===== config.mk =====
export PLATFORM = sky130hd
export DESIGN_NAME = vend_ctrl
export DESIGN_NICKNAME = d
export VERILOG_FILES = /design/src/rtl/vend_pkg.sv /design/src/rtl/vend_coin_arbiter.sv /design/src/rtl/vend_credit_ladder.sv /design/src/rtl/vend_phase_ctrl.sv /design/src/rtl/vend_ctrl.sv
export SDC_FILE = /design/constraint.sdc
export NUM_CORES = 1
export LEC_CHECK = 0
export BUFFER_PORTS_ARGS = -buffer_cell sky130_fd_sc_hd__buf_2
export CELL_PAD_IN_SITES_DETAIL_PLACEMENT = 2
export CELL_PAD_IN_SITES_GLOBAL_PLACEMENT = 2
export CORE_MARGIN = 5
export CORE_UTILIZATION = 37
export DETAILED_ROUTE_END_ITERATION = 16
export GPL_TIMING_DRIVEN = 0
export PLACE_DENSITY_LB_ADDON = 0.1
export SLEW_MARGIN = 20
export SYNTH_ARGS = -nofsm -noshare
export SYNTH_HDL_FRONTEND = slang
export SYNTH_SLANG_ARGS = --single-unit

===== constraint.sdc =====
create_clock -name clk -period 1.82 [get_ports clk]
set_input_delay 0.182 -clock clk [delete_from_list [all_inputs] [get_ports clk]]
set_output_delay 0.182 -clock clk [all_outputs]
set_load 0.02 [all_outputs]

===== src/rtl/vend_pkg.sv =====
package vend_pkg;

  typedef enum logic [1:0] {
    PH_CREDIT = 2'd0,
    PH_PAID   = 2'd1,
    PH_SODA   = 2'd2,
    PH_DIET   = 2'd3
  } vend_phase_e;

  typedef enum logic [1:0] {
    COIN_NONE    = 2'd0,
    COIN_NICKEL  = 2'd1,
    COIN_DIME    = 2'd2,
    COIN_QUARTER = 2'd3
  } vend_coin_e;

endpackage


===== src/rtl/vend_coin_arbiter.sv =====
module vend_coin_arbiter
  import vend_pkg::*;
(
  input  logic       nickel,
  input  logic       dime,
  input  logic       quarter,
  output vend_coin_e coin_sel
);

  always_comb begin
    if (quarter)     coin_sel = COIN_QUARTER;
    else if (dime)   coin_sel = COIN_DIME;
    else if (nickel) coin_sel = COIN_NICKEL;
    else             coin_sel = COIN_NONE;
  end

  // the quarter always wins when it is present
  always_comb begin
    if (quarter) a_r5_quarter_wins: assert (coin_sel == COIN_QUARTER);
  end

endmodule


===== src/rtl/vend_credit_ladder.sv =====
module vend_credit_ladder
  import vend_pkg::*;
#(
  parameter int unsigned PRICE_STEPS   = 9,
  parameter int unsigned DIME_STEPS    = 2,
  parameter int unsigned QUARTER_STEPS = 5
) (
  input  logic [PRICE_STEPS-1:0] credit_q,
  input  vend_coin_e             coin_sel,
  output logic [PRICE_STEPS-1:0] credit_d,
  output logic                   reach_paid
);

  logic [PRICE_STEPS-1:0] ovf_nickel;
  logic [PRICE_STEPS-1:0] ovf_dime;
  logic [PRICE_STEPS-1:0] ovf_quarter;

  logic sel_none, sel_nickel, sel_dime, sel_quarter;
  assign sel_none    = (coin_sel == COIN_NONE);
  assign sel_nickel  = (coin_sel == COIN_NICKEL);
  assign sel_dime    = (coin_sel == COIN_DIME);
  assign sel_quarter = (coin_sel == COIN_QUARTER);

  for (genvar i = 0; i < PRICE_STEPS; i++) begin : g_rung
    logic from_nickel, from_dime, from_quarter;

    if (i >= 1) begin : g_n
      assign from_nickel = credit_q[i-1];
    end else begin : g_n0
      assign from_nickel = 1'b0;
    end

    if (i >= DIME_STEPS) begin : g_d
      assign from_dime = credit_q[i-DIME_STEPS];
    end else begin : g_d0
      assign from_dime = 1'b0;
    end

    if (i >= QUARTER_STEPS) begin : g_q
      assign from_quarter = credit_q[i-QUARTER_STEPS];
    end else begin : g_q0
      assign from_quarter = 1'b0;
    end

    assign credit_d[i] = (sel_none    & credit_q[i])
                       | (sel_nickel  & from_nickel)
                       | (sel_dime    & from_dime)
                       | (sel_quarter & from_quarter);

    if (i + 1 >= PRICE_STEPS) begin : g_on
      assign ovf_nickel[i] = credit_q[i];
    end else begin : g_on0
      assign ovf_nickel[i] = 1'b0;
    end

    if (i + DIME_STEPS >= PRICE_STEPS) begin : g_od
      assign ovf_dime[i] = credit_q[i];
    end else begin : g_od0
      assign ovf_dime[i] = 1'b0;
    end

    if (i + QUARTER_STEPS >= PRICE_STEPS) begin : g_oq
      assign ovf_quarter[i] = credit_q[i];
    end else begin : g_oq0
      assign ovf_quarter[i] = 1'b0;
    end
  end

  assign reach_paid = (sel_nickel  & (|ovf_nickel))
                    | (sel_dime    & (|ovf_dime))
                    | (sel_quarter & (|ovf_quarter));

  // a coin that does not pay keeps the credit on exactly one rung
  always_comb begin
    if ($countones(credit_q) == 1 && !reach_paid)
      a_r2_rung_kept: assert ($countones(credit_d) == 1);
  end

endmodule


===== src/rtl/vend_phase_ctrl.sv =====
module vend_phase_ctrl
  import vend_pkg::*;
(
  input  vend_phase_e phase_q,
  input  logic        reach_paid,
  input  logic        soda,
  input  logic        diet,
  output vend_phase_e phase_d
);

  always_comb begin
    phase_d = phase_q;
    case (phase_q)
      PH_CREDIT: if (reach_paid) phase_d = PH_PAID;
      PH_PAID: begin
        if (soda)      phase_d = PH_SODA;
        else if (diet) phase_d = PH_DIET;
      end
      PH_SODA:  phase_d = PH_CREDIT;
      PH_DIET:  phase_d = PH_CREDIT;
      default:  phase_d = PH_CREDIT;
    endcase
  end

endmodule


===== src/rtl/vend_ctrl.sv =====
module vend_ctrl
  import vend_pkg::*;
#(
  parameter int unsigned PRICE_STEPS   = 9,
  parameter int unsigned DIME_STEPS    = 2,
  parameter int unsigned QUARTER_STEPS = 5
) (
  input  logic clk,
  input  logic rst_n,
  input  logic nickel,
  input  logic dime,
  input  logic quarter,
  input  logic soda,
  input  logic diet,
  output logic give_soda,
  output logic give_diet,
  output logic accepting
);

  localparam logic [PRICE_STEPS-1:0] ZERO_CREDIT = {{(PRICE_STEPS-1){1'b0}}, 1'b1};

  vend_phase_e            phase_q, phase_d;
  logic [PRICE_STEPS-1:0] credit_q, credit_d, ladder_d;
  vend_coin_e             coin_sel;
  logic                   reach_paid;
  logic                   credit_en;
  logic                   in_credit;

  assign in_credit = (phase_q == PH_CREDIT);

  vend_coin_arbiter u_arb (
    .nickel   (nickel),
    .dime     (dime),
    .quarter  (quarter),
    .coin_sel (coin_sel)
  );

  vend_credit_ladder #(
    .PRICE_STEPS   (PRICE_STEPS),
    .DIME_STEPS    (DIME_STEPS),
    .QUARTER_STEPS (QUARTER_STEPS)
  ) u_ladder (
    .credit_q   (credit_q),
    .coin_sel   (coin_sel),
    .credit_d   (ladder_d),
    .reach_paid (reach_paid)
  );

  vend_phase_ctrl u_phase (
    .phase_q    (phase_q),
    .reach_paid (reach_paid && in_credit),
    .soda       (soda),
    .diet       (diet),
    .phase_d    (phase_d)
  );

  // Credit moves only on an accepted coin; paying clears it to zero
  assign credit_en = in_credit && (coin_sel != COIN_NONE);

  always_comb begin
    if (reach_paid) credit_d = ZERO_CREDIT;
    else            credit_d = ladder_d;
  end

  always_ff @(posedge clk or negedge rst_n) begin
    if (!rst_n) begin
      phase_q <= PH_CREDIT;
    end else begin
      phase_q <= phase_d;
    end
  end

  always_ff @(posedge clk or negedge rst_n) begin
    if (!rst_n) begin
      credit_q <= ZERO_CREDIT;
    end else if (credit_en) begin
      credit_q <= credit_d;
    end
  end

  assign accepting = in_credit;
  assign give_soda = (phase_q == PH_SODA);
  assign give_diet = (phase_q == PH_DIET);

  // one output active at a time
  a_r11_outputs_exclusive: assert property (@(posedge clk) disable iff (!rst_n)
    $onehot0({accepting, give_soda, give_diet}));

  // exactly one credit rung is held
  a_r2_credit_onehot: assert property (@(posedge clk) disable iff (!rst_n)
    $countones(credit_q) == 1);

  // a lone nickel at zero credit lands on the second rung
  a_r2_nickel_step: assert property (@(posedge clk) disable iff (!rst_n)
    (in_credit && credit_q == ZERO_CREDIT && nickel && !dime && !quarter)
    |=> (credit_q == (ZERO_CREDIT << 1)));

  // coins cannot leave the paid state
  a_r6_lockout: assert property (@(posedge clk) disable iff (!rst_n)
    (phase_q == PH_PAID && !soda && !diet) |=> (phase_q == PH_PAID));

  // a soda press while paid dispenses a regular drink
  a_r7_soda_dispense: assert property (@(posedge clk) disable iff (!rst_n)
    (phase_q == PH_PAID && soda) |=> give_soda);

  // a lone diet press while paid dispenses a diet drink
  a_r8_diet_dispense: assert property (@(posedge clk) disable iff (!rst_n)
    (phase_q == PH_PAID && diet && !soda) |=> give_diet);

  // the pulse lasts one cycle and is followed by zero credit
  a_r7_pulse_single: assert property (@(posedge clk) disable iff (!rst_n)
    (give_soda || give_diet) |=> (accepting && credit_q == ZERO_CREDIT));

  // selections are ignored while accepting
  a_r10_select_ignored: assert property (@(posedge clk) disable iff (!rst_n)
    (in_credit && !reach_paid) |=> accepting);

endmodule


; ---- Word-level counts from Yosys, hierarchy flattened
; Cells that the tools add are included.
[op_classes]
add_sub_neg = 0
n_mul = 0
div = 0
magnitude_cmp = 0
n_eq_ne = 8
n_shift = 0
mux = 8
bitwise = 52
n_reduce_logical = 9
[ops]
columns = op, n
row1 = bitwise AND 1 bit, 31
row2 = OR 1 bit, 21
row3 = 2-to-1 mux 2 bit, 5
row4 = 2-to-1 mux 9 bit, 1
row5 = "== test 2 bit, second input constant", 4
row6 = case mux 2 bit (3 select lines), 1
row7 = OR reduction 5 bit, 1
row8 = "== test 2 x 1 -> 1 bit, second input constant", 2
row9 = logical NOT 2 bit, 2
row10 = OR reduction 2 bit, 2
row11 = "!= test 3 bit, second input constant", 1
row12 = logical AND 1 bit, 2
row13 = "!= test 2 x 1 -> 1 bit, second input constant", 1
row14 = AND reduction 2 bit, 1
row15 = nonzero test 2 bit, 1
row16 = 2-to-1 mux 1 bit, 1
[word_totals]
reg_bits = 11
latch_bits = 0
ram_bits = 0
mem_bits_ro = 0
out_inout_bits = 3
wordCells = 79
n_memories = 0

; ---- Logic depth before layout (Yosys ltp)
; Gate-level depths: netlist of run 1.
[depth]
ltp_word = 10
depth_mapped = 5

; ---- Cells and area by module
; A second synthesis of run 1 with hierarchy kept.
[hier_totals]
hier_cells = 66
area_unflattened_um2 = 754.5
[by_module_without_submodules]
columns = mod, n_inst, cells_per_inst, area_each_um2
row1 = vend_ctrl, 1, 36, 483.0
row2 = vend_credit_ladder, 1, 23, 231.5
row3 = vend_phase_ctrl, 1, 4, 22.5
row4 = vend_coin_arbiter, 1, 3, 17.5

; ---- Least setup slack after synthesis of run 1
; OpenSTA, ideal clock, no wires.
[synth_path]
path_type = register -> register
start = register phase_q[0]
end = register credit_q[7]
arrival_time_ns = 1.302
path_slack_ns = 0.452
path_stages_with_launch = 5
path_buffers = 0
period_less_slack_ns = 1.368
cell_sequence = dfrtp_1 -> nor2_2 -> o311a_4 -> a21boi_4 -> a22o_1
[synth_via]
elab_chain_len = 2
[synth_rtl]
columns = item, line
row1 = start: declaration, vend_ctrl.sv:22  ; vend_phase_e phase_q, phase_d;
row2 = start signal: assignment, vend_ctrl.sv:69  ; phase_q <= phase_d;
row3 = logical NOT 2 bit, vend_ctrl.sv:29  ; assign in_credit = (phase_q == PH_CREDIT);
row4 = via accepting, vend_ctrl.sv:17  ; output logic accepting
row5 = logical AND 1 bit, vend_ctrl.sv:58  ; assign credit_en = in_credit && (coin_sel != COIN_NONE);
row6 = end signal: assignment, vend_ctrl.sv:77  ; credit_q <= credit_d;
row7 = end: declaration, vend_ctrl.sv:23  ; logic [PRICE_STEPS-1:0] credit_q, credit_d, ladder_d;
; The timed path passes the listed nets, and every way through them passes these cells.
; A chain may end at the register's enable or synchronous reset.

; ---- Worst setup path after layout of run 1
[layout_path]
start = register credit_q[6]
end = register credit_q[5]
[layout_via]
elab_chain_len = 4
[layout_rtl]
columns = item, line
row1 = OR reduction 5 bit, vend_credit_ladder.sv:71  ; | (sel_quarter & (|ovf_quarter));
row2 = bitwise AND 1 bit, vend_credit_ladder.sv:71
row3 = OR 1 bit, vend_credit_ladder.sv:71
row4 = 2-to-1 mux 9 bit, vend_ctrl.sv:61  ; if (reach_paid) credit_d = ZERO_CREDIT;
; No other way between the ends.

==> reports/results.ini, run 1 <==
[worst_hold_path]
min_path_type=in2reg

[layout]
drive_gt1_frac=0.247
antenna_cells=0
area_growth_pct=14.4
nets=93
fin_cells=112

[detailed_routing]
vias_per_cell=5.64
drt_iter0_markers=11
vias=632
drt_first_pass_iters=4
drtAntennaViolNets=0
drc_errors=0
wl_um=2000
wl_per_cell_um=17.9

[die]
start_util=0.379
row_count=16
die_h_um=54.4
design.core.area_um2=1920
io_pins=10
die_area_um2=2960
die_x_um=54.4

[clocking]
insertion_delay_ps=280
post_cts_buffers=0
cts_buffer_depth=2
clk_pin_slew_ps=80
h-tree-depth=1
numCtsBuffers=3
cts_tree=built
ctsRootBufferMaster=clkbuf_4
cts.sinks=11

[sta]
rsz0062_at_grt=false
hold_viol_final=0
fin_crit_sh=0.837
max_slew.worst_pin.slew_ps=527
fmax_mhz=656
fin_crit_ps=1520
setup_tns_ps=0
final-setup-viol-count=0
relSlewSlack=0.648
clock_skew_ps=0.970
final_max_slew_viol_count=0

[setup_path]
cp-end-kind=register
required_ps=2040
crit_chain=nor3_1 -> inv_1 -> o21ai_0 -> a32o_1
crit_arrival_ps=1750
crit_fanout=5
critPathKind=reg2reg
critPathTopFamily=simple AND/OR/NAND/NOR gates
critPathSlowestCell=nor3_1
max_stage_delay_ps=440
worst-path-buf-inv=1
critPathLaunchType=register

[logic_synthesis]
syn_area_um2=728
synth_compound_area_frac=0.290
ys_ff_latch=11
synth_top_family_by_area=compound AO/OA/AOI/OAI gates
syn_area_per_cell_um2=9.98
ys_top_cells_by_area=dfrtp_1 34%, nand2_1 5.7%, a32o_1 5.5%, mux2i_1 5.5%, buf_6 4.6%
synthCells=73
synth_mux_area_frac=0.101
synth_simple_gate_area_frac=0.160
synthArstFlopShare=1.00
seq_area_frac_synth=0.380
synth-xor-area-share=0
yosys.area.top_type=dfrtp_1
syn_nets=80
ys_warn_count=0
synthAdderAreaFrac=0
synth-main-ff-cell=dfrtp_1
synth.distinct_cells=30
synth_edf_count=0
yosys.area.top_type_share=0.344

[power_and_ir_drop]
powerDensity_nw_per_um2=1520
ir_drop_v=0.000562
p_leak_nw=0.371

[global_routing]
antenna_found_initial=0
grt_max_degree=12
grt_pass1_vias=690
grt_use_total=0.165
grt_pass1_wl_um=3330
globalRouteOverflowTotal=0

[run_status]
status=completed

[placed_design]
dpl.cell_count=107
port_buffers=7
dpl.hpwl_um=1490
gp_congestion=0.730

[flow_run]
timing.max_cap.violations=0

layout make-up:
type,count,area [um2]
Buffer,4,38.8
Tap cell,27,33.8
Inverter,3,11.3
Multi-Input combinational cell,55,402
Fill cell,224,1090
Timing Repair Buffer,8,45.0
Clock buffer,4,26.3
Sequential cell,11,277
placed cells by master, fill, tap and decap left out, drive strengths merged, types with 4 or more instances in the layout:
cell	instances
a32o	4
buf	11
o21ai	6
dfrtp	10
nand2	11
mux2i	4
nor2	6
clkbuf	4
kinds of logic after synthesis:
kind of cell	count (synthesis)
compound gates	24
buf+inv	7
flops	11
mux	7
simple gates	24
cell usage after synthesis, types with 2 or more instances:
cell type	n
a22oi_1	3
mux2_1	2
nor2_1	5
inv_1	3
mux2i_1	4
a32o_1	4
o21ai_0	6
dfrtp_1	10
a21oi_1	2
nand2_1	11
buf_6	3
nor2b_1	2
layer usage:
layer  wire length (um)  global-route usage  share of wire  vias to the layer above
met5                  0                   0              0                        -
met1                948               0.198           0.47                      328
met3                 68              0.0327          0.034                        2
li1                   -                   -              -                      293
met2                962               0.283           0.48                        9
met4                 22              0.0747          0.011                        0
report_power, final:
group	internal, mW	leakage, nW	switching, mW	total (mW)
clock network	0.0852	0.0150	0.0986	0.184
logic	0.276	0.212	0.332	0.608
registers	0.346	0.144	0.129	0.475
stage by stage:
stage	hold WS (ps)	utilization	setup WS, ps	total power, mW	cell area [um2]
global route	95.9	0.434	144	1.35	833
detailed placement	70.6	0.415	323	1.09	797
global placement	70.8	0.415	327	1.07	797
floorplan	-114	-	452	0.911	728
CTS	80.2	0.434	276	1.28	833
finish	78.6	0.434	296	1.27	833
path summary, 6_finish.rpt:
path | startpoint | to | slack, ps | cells after the start
max | credit_q[6] | credit_q[5] | 300 | 4
min | soda | phase_q[0] | 80 | 2
max reg2reg | credit_q[6] | credit_q[5] | 300 | 4
min reg2reg | credit_q[0] | credit_q[0] | 510 | 2
max in group asynchronous | rst_n | credit_q[0] | 1250 | 2
min in group asynchronous | rst_n | credit_q[4] | 300 | 2
registers in the layout, summed over array words and instances (netlist names):
register	count
credit_q	9
phase_q	2
timing repair:
item                                   in CTS  in global routing
gates resized for setup                     0                  0
hold buffers                                1                  0
endpoints found under the hold margin      10                  0
Power figures use the tool's default switching activity.
==> run 2: changes to the inputs <==
--- a/config.mk
+++ b/config.mk
@@ -9,7 +9,7 @@
 export CELL_PAD_IN_SITES_DETAIL_PLACEMENT = 2
 export CELL_PAD_IN_SITES_GLOBAL_PLACEMENT = 2
 export CORE_MARGIN = 5
-export CORE_UTILIZATION = 37
+export CORE_UTILIZATION = 34
 export DETAILED_ROUTE_END_ITERATION = 16
 export GPL_TIMING_DRIVEN = 0
 export PLACE_DENSITY_LB_ADDON = 0.1
==> constraint.sdc (replaced) <==
create_clock -name clk -period 1.42 [get_ports clk]
set_input_delay 0.142 -clock clk [delete_from_list [all_inputs] [get_ports clk]]
set_output_delay 0.142 -clock clk [all_outputs]
set_load 0.02 [all_outputs]
==> run 2 against run 1 <==
Compared with the run above:
- critical path depth did not move
- first-iteration DRC count is the same
- wire length shrank 2.5%
- worst setup slack worse by 240 ps
- cell area increased by 3.0%
- power rose by 32%
- hold slack lost 26 ps
- largest cell class unchanged
- register-to-register slack got worse by 240 ps
==> reports/results.ini, run 2 (synthesis results as in run 1) <==
[die]
die_x_um=56.3  ; +3.5%
die_h_um=56.3  ; +3.5%
start_util=0.364  ; -0.0152
row_count=16  ; unchanged
design.core.area_um2=2000  ; +4.2%
io_pins=10  ; unchanged
die_area_um2=3170  ; +7.2%

[power_and_ir_drop]
powerDensity_nw_per_um2=1940  ; +28%
ir_drop_v=0.000798  ; +42%
p_leak_nw=0.377  ; +1.7%

[placed_design]
gp_congestion=0.737  ; +1.1%
dpl.cell_count=107  ; unchanged
place_ws_ps=-105  ; -428 ps
dpl.hpwl_um=1410  ; -5.3%
place_area_um2=797  ; unchanged
port_buffers=7  ; unchanged

[global_routing]
grt_max_degree=12  ; unchanged
grt_use_total=0.135  ; -0.0304
globalRouteOverflowTotal=0  ; unchanged
grt_pass1_wl_um=3320  ; -0.21%
antenna_found_initial=0  ; unchanged
grt_pass1_vias=661  ; -4.2%

[layout]
fillers=227  ; +1.3%
drive_gt1_frac=0.318  ; +0.0706
nets=93  ; unchanged
mostFrequentLayoutCells=11 x nand2_1, 8 x buf_2, 7 x dfrtp_1
antenna_cells=0  ; unchanged
fin_cells=112  ; unchanged
fin_area_um2=858  ; +3.0%
largest_reg_flops=9  ; unchanged
reg_top3=credit_q: 9 flops, phase_q: 2 flops
layout.cells.most_common=nand2_1
regMostFlops=credit_q
area_growth_pct=17.9

[setup_path]
r2r_cells=4  ; unchanged
critPathKind=reg2reg
crit_arrival_ps=1530  ; -220 ps
cp-end-kind=register
ff2ff_setup_slack_ps=60  ; -240 ps
required_ps=1580  ; -460 ps
crit_fanout=6  ; +1
critPathLaunchType=register

[sta]
fmax_mhz=734  ; +12%
setup_tns_ps=0  ; unchanged
max_slew.worst_pin.slew_ps=513  ; -14.7 ps
fin_crit_ps=1360  ; -162 ps
relSlewSlack=0.658  ; +0.00980
hold_viol_final=0  ; unchanged
fin_crit_sh=0.959  ; +0.122
fin_ws_ps=58.2  ; -238 ps
final_max_slew_viol_count=0  ; unchanged
clock_skew_ps=5.03  ; +4.06 ps
final-setup-viol-count=0  ; unchanged
rsz0062_at_grt=false

[detailed_routing]
vias=613  ; -3.0%
drt_first_pass_iters=4  ; unchanged
vias_per_cell=5.47  ; -3.0%
drc_errors=0  ; unchanged
drtAntennaViolNets=0  ; unchanged
wl_per_cell_um=17.4  ; -2.5%
wl_um=1950  ; -2.5%
drt_iter0_markers=11  ; unchanged

[worst_hold_path]
min_path_type=in2reg
holdPathStages=2  ; unchanged

[clocking]
cts_buffer_depth=2  ; unchanged
clk_pin_slew_ps=80  ; about the same
numCtsBuffers=3  ; unchanged
cts.sinks=11  ; unchanged
post_cts_buffers=0  ; unchanged
ctsRootBufferMaster=clkbuf_4
cts_tree=built
h-tree-depth=1  ; unchanged
insertion_delay_ps=270  ; about the same

[flow_run]
timing.max_cap.violations=0  ; unchanged

[run_status]
status=completed

run 2: routing by layer:
layer	part of all wire	track usage
met1	0.50	0.192
met2	0.47	0.197
met3	0.037	0.0229
met4	0	0.0610
met5	0	0
run 2: repair_timing:
action	CTS	global route
resized for setup	1	6
hold buffers	1	0
pin swaps	0	1
hold endpoints to repair	11	0
setup endpoints to repair	2	3
cloned	0	0
run 2: where the power goes:
group | internal [mW] | switching [mW]
registers | 0.449 | 0.187
clock network | 0.109 | 0.109
logic | 0.390 | 0.424
run 2: final timing paths:
check,start,end
min,soda,phase_q[0]
min in group asynchronous,rst_n,credit_q[5]
max in group asynchronous,rst_n,credit_q[0]
max reg2reg,credit_q[8],credit_q[7]
min reg2reg,credit_q[0],credit_q[0]
max,credit_q[8],credit_q[7]
run 2: cell type report:
class | count | area (um2) | area share
buffer | 4 | 38.8 | 0.0452
clock buffer | 4 | 26.3 | 0.0306
inverter | 3 | 11.3 | 0.0131
multi-input combinational | 55 | 423 | 0.493
sequential | 11 | 280 | 0.327
tap | 27 | 33.8 | 0.0394
timing repair buffer | 8 | 45.0 | 0.0525
run 2: through the flow:
step,power [mW],utilization,hold WS [ps]
after floorplan,1.17,-,-154
after global placement,1.37,0.398,32.2
after detailed placement,1.39,0.398,32.9
after CTS,1.63,0.419,39.9
after global routing,1.80,0.429,54.7
final,1.67,0.429,52.6
run 2: critical path, cell delays in order (launching register included):
cell and delay, ps:
dfrtp_1 490, nor2b_4 90, o311a_4 340, a21boi_4 150, a22o_1 190
